## src/rtl/alu_zd_pkg.sv

```systemverilog
// Shared operation encoding for the integer ALU.
// Assumes a 3-bit operation select driven by the instruction decoder.
package alu_zd_pkg;
    typedef enum logic [2:0] {
        OP_AND = 3'b000,
        OP_OR  = 3'b001,
        OP_ADD = 3'b010,
        OP_SUB = 3'b110,
        OP_SLT = 3'b111
    } alu_op_e;
endpackage

```

## src/rtl/alu_zd_cla.sv

```systemverilog
// Grouped carry-lookahead adder.
// Each group of GROUP bits forms a group generate/propagate pair, so the
// carry hops from group to group; inside a group the carry ripples.
// Assumes WIDTH is a multiple of GROUP.
// Also returns the carry into the top bit so the caller can form overflow.
module alu_zd_cla #(
    parameter int WIDTH = 32,
    parameter int GROUP = 4
) (
    input  logic [WIDTH-1:0] a_i,
    input  logic [WIDTH-1:0] b_i,
    input  logic             cin_i,
    output logic [WIDTH-1:0] sum_o,
    output logic             cout_o,
    output logic             cmsb_o
);
    localparam int NGRP = WIDTH / GROUP;

    logic [WIDTH-1:0] gen_b;
    logic [WIDTH-1:0] prop_b;
    logic [WIDTH-1:0] carry_in_b;
    logic [NGRP:0]    grp_c;

    assign gen_b    = a_i & b_i;
    assign prop_b   = a_i ^ b_i;
    assign grp_c[0] = cin_i;

    for (genvar k = 0; k < NGRP; k++) begin : g_grp
        logic             grp_g;
        logic             grp_p;
        logic [GROUP-1:0] loc_c;

        // Fold the bit generate/propagate terms into one group pair.
        always_comb begin
            grp_g = 1'b0;
            grp_p = 1'b1;
            for (int i = 0; i < GROUP; i++) begin
                grp_g = gen_b[k*GROUP+i] | (prop_b[k*GROUP+i] & grp_g);
                grp_p = grp_p & prop_b[k*GROUP+i];
            end
        end

        assign grp_c[k+1] = grp_g | (grp_p & grp_c[k]);
        assign loc_c[0]   = grp_c[k];

        for (genvar i = 0; i < GROUP; i++) begin : g_bit
            if (i > 0) begin : g_rip
                assign loc_c[i] = gen_b[k*GROUP+i-1] | (prop_b[k*GROUP+i-1] & loc_c[i-1]);
            end
            assign carry_in_b[k*GROUP+i] = loc_c[i];
            assign sum_o[k*GROUP+i]      = prop_b[k*GROUP+i] ^ loc_c[i];
        end
    end

    assign cout_o = grp_c[NGRP];
    assign cmsb_o = carry_in_b[WIDTH-1];
endmodule

```

## src/rtl/alu_zd_logic.sv

```systemverilog
// Bitwise logic unit: AND or OR of the two operands.
// Assumes the caller qualifies the output with the operation decode.
module alu_zd_logic #(
    parameter int WIDTH = 32
) (
    input  logic [WIDTH-1:0] a_i,
    input  logic [WIDTH-1:0] b_i,
    input  logic             use_or_i,
    output logic [WIDTH-1:0] out_o
);
    // Pick the bitwise function.
    always_comb begin
        out_o = use_or_i ? (a_i | b_i) : (a_i & b_i);
    end
endmodule

```

## src/rtl/alu_zd_zero.sv

```systemverilog
// Zero detector, gated by a valid-operation qualifier.
// Assumes the value is already the final selected result.
module alu_zd_zero #(
    parameter int WIDTH = 32
) (
    input  logic [WIDTH-1:0] value_i,
    input  logic             valid_i,
    output logic             zero_o
);
    // Flag an all-zero value only for a decoded operation.
    always_comb begin
        zero_o = valid_i & ~(|value_i);
    end
endmodule

```

## src/rtl/alu_zd.sv

```systemverilog
// Combinational integer ALU with zero detect.
// One adder serves add, subtract and set-on-less-than. Subtraction inverts
// B and forces carry-in high. Set-on-less-than uses the difference sign
// XOR signed overflow. Undecoded operation codes give a zero result and
// clear every flag. No clock and no state.
module alu_zd #(
    parameter int WIDTH = 32,
    parameter int GROUP = 4
) (
    input  logic [WIDTH-1:0] a_i,
    input  logic [WIDTH-1:0] b_i,
    input  logic [2:0]       op_i,
    output logic [WIDTH-1:0] result_o,
    output logic             zero_o,
    output logic             carry_o,
    output logic             ovf_o
);
    import alu_zd_pkg::*;

    logic             do_sub;
    logic             op_valid;
    logic [WIDTH-1:0] b_eff;
    logic [WIDTH-1:0] sum;
    logic             add_cout;
    logic             add_cmsb;
    logic             add_ovf;
    logic             less;
    logic [WIDTH-1:0] logic_out;

    // Decode subtraction use and operation validity.
    always_comb begin
        do_sub   = (op_i == OP_SUB) || (op_i == OP_SLT);
        op_valid = (op_i == OP_AND) || (op_i == OP_OR) || (op_i == OP_ADD) ||
                   (op_i == OP_SUB) || (op_i == OP_SLT);
        b_eff    = b_i ^ {WIDTH{do_sub}};
    end

    alu_zd_cla #(.WIDTH(WIDTH), .GROUP(GROUP)) u_add (
        .a_i    (a_i),
        .b_i    (b_eff),
        .cin_i  (do_sub),
        .sum_o  (sum),
        .cout_o (add_cout),
        .cmsb_o (add_cmsb)
    );

    alu_zd_logic #(.WIDTH(WIDTH)) u_logic (
        .a_i      (a_i),
        .b_i      (b_i),
        .use_or_i (op_i[0]),
        .out_o    (logic_out)
    );

    // Overflow from the carries at the top bit; less-than from corrected sign.
    always_comb begin
        add_ovf = add_cout ^ add_cmsb;
        less    = sum[WIDTH-1] ^ add_ovf;
    end

    // Select the result and qualify the adder flags.
    always_comb begin
        result_o = '0;
        carry_o  = 1'b0;
        ovf_o    = 1'b0;
        case (op_i)
            OP_AND, OP_OR: result_o = logic_out;
            OP_ADD, OP_SUB: begin
                result_o = sum;
                carry_o  = add_cout;
                ovf_o    = add_ovf;
            end
            OP_SLT:  result_o = {{(WIDTH-1){1'b0}}, less};
            default: result_o = '0;
        endcase
    end

    alu_zd_zero #(.WIDTH(WIDTH)) u_zero (
        .value_i (result_o),
        .valid_i (op_valid),
        .zero_o  (zero_o)
    );
endmodule

```

## config.mk

```make
export PLATFORM = sky130hd
export DESIGN_NAME = alu_zd
export DESIGN_NICKNAME = d
export VERILOG_FILES = /design/src/rtl/alu_zd_pkg.sv /design/src/rtl/alu_zd_cla.sv /design/src/rtl/alu_zd_logic.sv /design/src/rtl/alu_zd_zero.sv /design/src/rtl/alu_zd.sv
export SDC_FILE = /design/constraint.sdc
export NUM_CORES = 1
export LEC_CHECK = 0
export ABC_AREA = 1
export CAP_MARGIN = 5
export CORE_MARGIN = 4
export CORE_UTILIZATION = 35
export DETAILED_ROUTE_END_ITERATION = 8
export DONT_BUFFER_PORTS = 1
export SLEW_MARGIN = 30
export SYNTH_ARGS = -nofsm -noshare
export SYNTH_HDL_FRONTEND = slang
export SYNTH_SLANG_ARGS = --single-unit
export TNS_END_PERCENT = 50
```

## constraint.sdc

```tcl
create_clock -name vclk -period 11.3
set_clock_uncertainty 0.1 [all_clocks]
set_input_delay 2.26 -clock vclk [all_inputs]
set_output_delay 2.26 -clock vclk [all_outputs]
set_load 0.1 [all_outputs]
```

==> results.yml <==
grt:
  grt_pass1_wl_um: 12640
  grt_max_degree: 44
  antenna_found_initial: 1
  grt_pass1_vias: 2469
  gr-total-overflow: 0
  grt.total_usage: 0.1816
worst_hold_path:
  hold_start: "b_i[18]"
  worstHoldPathType: "primary input to output port"
logic_synthesis:
  synth_area_mm2: 0.002411
  synth_compound_gate_area_share: 0.2538
  synthXorXnorAreaFrac: 0.1344
  synth_nets: 474
  ys_types: 26
  netlist_instances: 350
  yosysWarnings: 0
  synth_most_common_cell: "o21ai_0"
  postSynthAreaPerCell_um2: 6.889
  synth_top_family_by_area: "adder cells"
  yosys.area.top_type_share: 0.1910
  yosysSeqAreaShare: 0
  synthTopCellsByCount: "o21ai_0 (58), nand2_1 (56), a21oi_1 (48)"
  synth_mux_area_frac: 0
  netlist_top_cells_area: "fa_1 (19%), ha_1 (18%), xnor2_1 (13%)"
  yosys.area.top_type: "fa_1"
  yosys.area_share.simple: 0.1941
  synth-adder-area-share: 0.3674
critical_path:
  end_kind: "output port"
  crit_type: "primary input to output port"
  critical_path_required_ns: 8.94
  critPathLaunchType: "primary input"
  cp_max_fo: 24
  startpoint: "op_i[1]"
  crit_arrival_ns: 7.29
floorplan:
  coreArea_mm2: 0.006531
  die_w_um: 91
  dieArea_mm2: 0.008281
  die_y_um: 91
  ioPinCount: 102
  start_util: 0.3692
  rows: 29
pwr:
  p_leak_nw: 1.137
  power_uw: 290.7
  power.density_mw_per_mm2: 101.1
  peakVddDrop_mv: 0.04210
clocking:
  hold_buffers: 0
  cts_resized: 0
  post-cts-setup-buffers: 0
routing:
  wire_per_inst_um: 17.52
  drc: 0
  drt_first_iter_violations: 102
  vias_per_cell: 5.554
  drt_wl_total_um: 7499
  num_vias: 2377
  dr.pass1.iters: 4
  ant_nets: 0
sta:
  fin_tns_setup_ns: 0
  worst_pin_slew_ns: 0.7875
  fmax_ghz: 0.1037
  setup_viol: 0
  hold_viol_final: 0
  min_period_ns: 9.647
  slew_headroom: 0.4750
  rsz0062_at_grt: "no"
  drv_slew: 0
  period_share: 0.8537
finish:
  fin_area_mm2: 0.002877
  diodes: 0
  drive_gt1_frac: 0.1823
  clkbuf_count: 0
  syn_to_final_growth_pct: 19.30
  fill_cells: 641
  ff_latch_area_um2: 0
  seq_cells: 0
  fin_nets: 477
  multi_input_area_mm2: 0.002600
run:
  timing.max_cap.violations: 0
placement:
  port_buffers: 0
  gp_congestion: 0.8232
  dpl_cell_area_mm2: 0.002877
  dp_hpwl_um: 6226
outcome:
  outcome: "finished clean"
[path summary, 6_finish.rpt]
path | cells after the start | to
worst max-delay path | 24 | zero_o
worst min-delay path | 3 | result_o[18]
[metrics by stage]
stage	utilization	cells	setup WS, ns	hold slack [ns]
after floorplan	-	350	0.6771	4.877
after global placement	0.4155	428	1.623	4.863
after detailed placement	0.4404	428	1.618	4.863
after CTS	0.4404	428	1.612	4.868
after global routing	0.4404	428	1.253	4.889
final	0.4404	428	1.653	4.862
[kinds of logic after synthesis]
family | Yosys count
XOR/XNOR | 37
AO/OA/AOI/OAI | 118
adder cells (fa/ha/maj) | 57
AND/OR/NAND/NOR | 106
buffers and inverters | 32
[where the power goes]
group	internal (mW)	total, mW	switching [mW]
logic	0.0781	0.291	0.213
clock network	0	0	0
registers	0	0	0
total	0.0781	0.291	0.213
[layer usage]
metal / GRT usage / vias to the layer above / share of wire
met5: 0 / - / 0.0017
met4: 0.001256 / 2 / 0
met3: 0.04463 / 2 / 0.069
met2: 0.3292 / 46 / 0.51
met1: 0.2316 / 1113 / 0.42
li1: - / 1214 / -
[critical path: stages]
cell     delay (ns)
nand2_2        0.41
xnor2_1        0.42
ha_1           0.30
nand2_1        0.07
inv_1          0.04
a21oi_1        0.16
nand2_2        0.09
nand2_1        0.08
nand2_2        0.07
nand2_1        0.08
nand2_2        0.07
nand2_1        0.08
nand2_2        0.07
fa_1           0.45
fa_1           0.44
fa_1           0.42
xnor2_1        0.26
o22ai_4        0.29
nor4_1         0.39
nand2_1        0.13
nor2_1         0.14
nand4_1        0.13
nor2_2         0.13
buf_4          0.31
[layout by cell type, fill, tap and decap left out, types with 2 or more instances in the layout]
| master | n |
|---|---|
| nor2_1 | 14 |
| o22ai_4 | 2 |
| o21ai_2 | 4 |
| nor4_1 | 7 |
| inv_1 | 18 |
| nand2_1 | 56 |
| a21oi_1 | 47 |
| nand3_1 | 9 |
| ha_1 | 34 |
| xnor2_1 | 35 |
| buf_4 | 15 |
| o21ai_4 | 19 |
| xor2_1 | 2 |
| fa_1 | 23 |
| nor2_2 | 3 |
| o22ai_2 | 6 |
| o21ai_0 | 35 |
| nand2_2 | 11 |
[area by class of cell]
type | count | area share
multi-input combinational | 318 | 0.9039
timing repair buffer | 15 | 0.03915
tap | 77 | 0.03349
inverter | 18 | 0.02349
No activity file was read; power rests on OpenSTA's default activity.
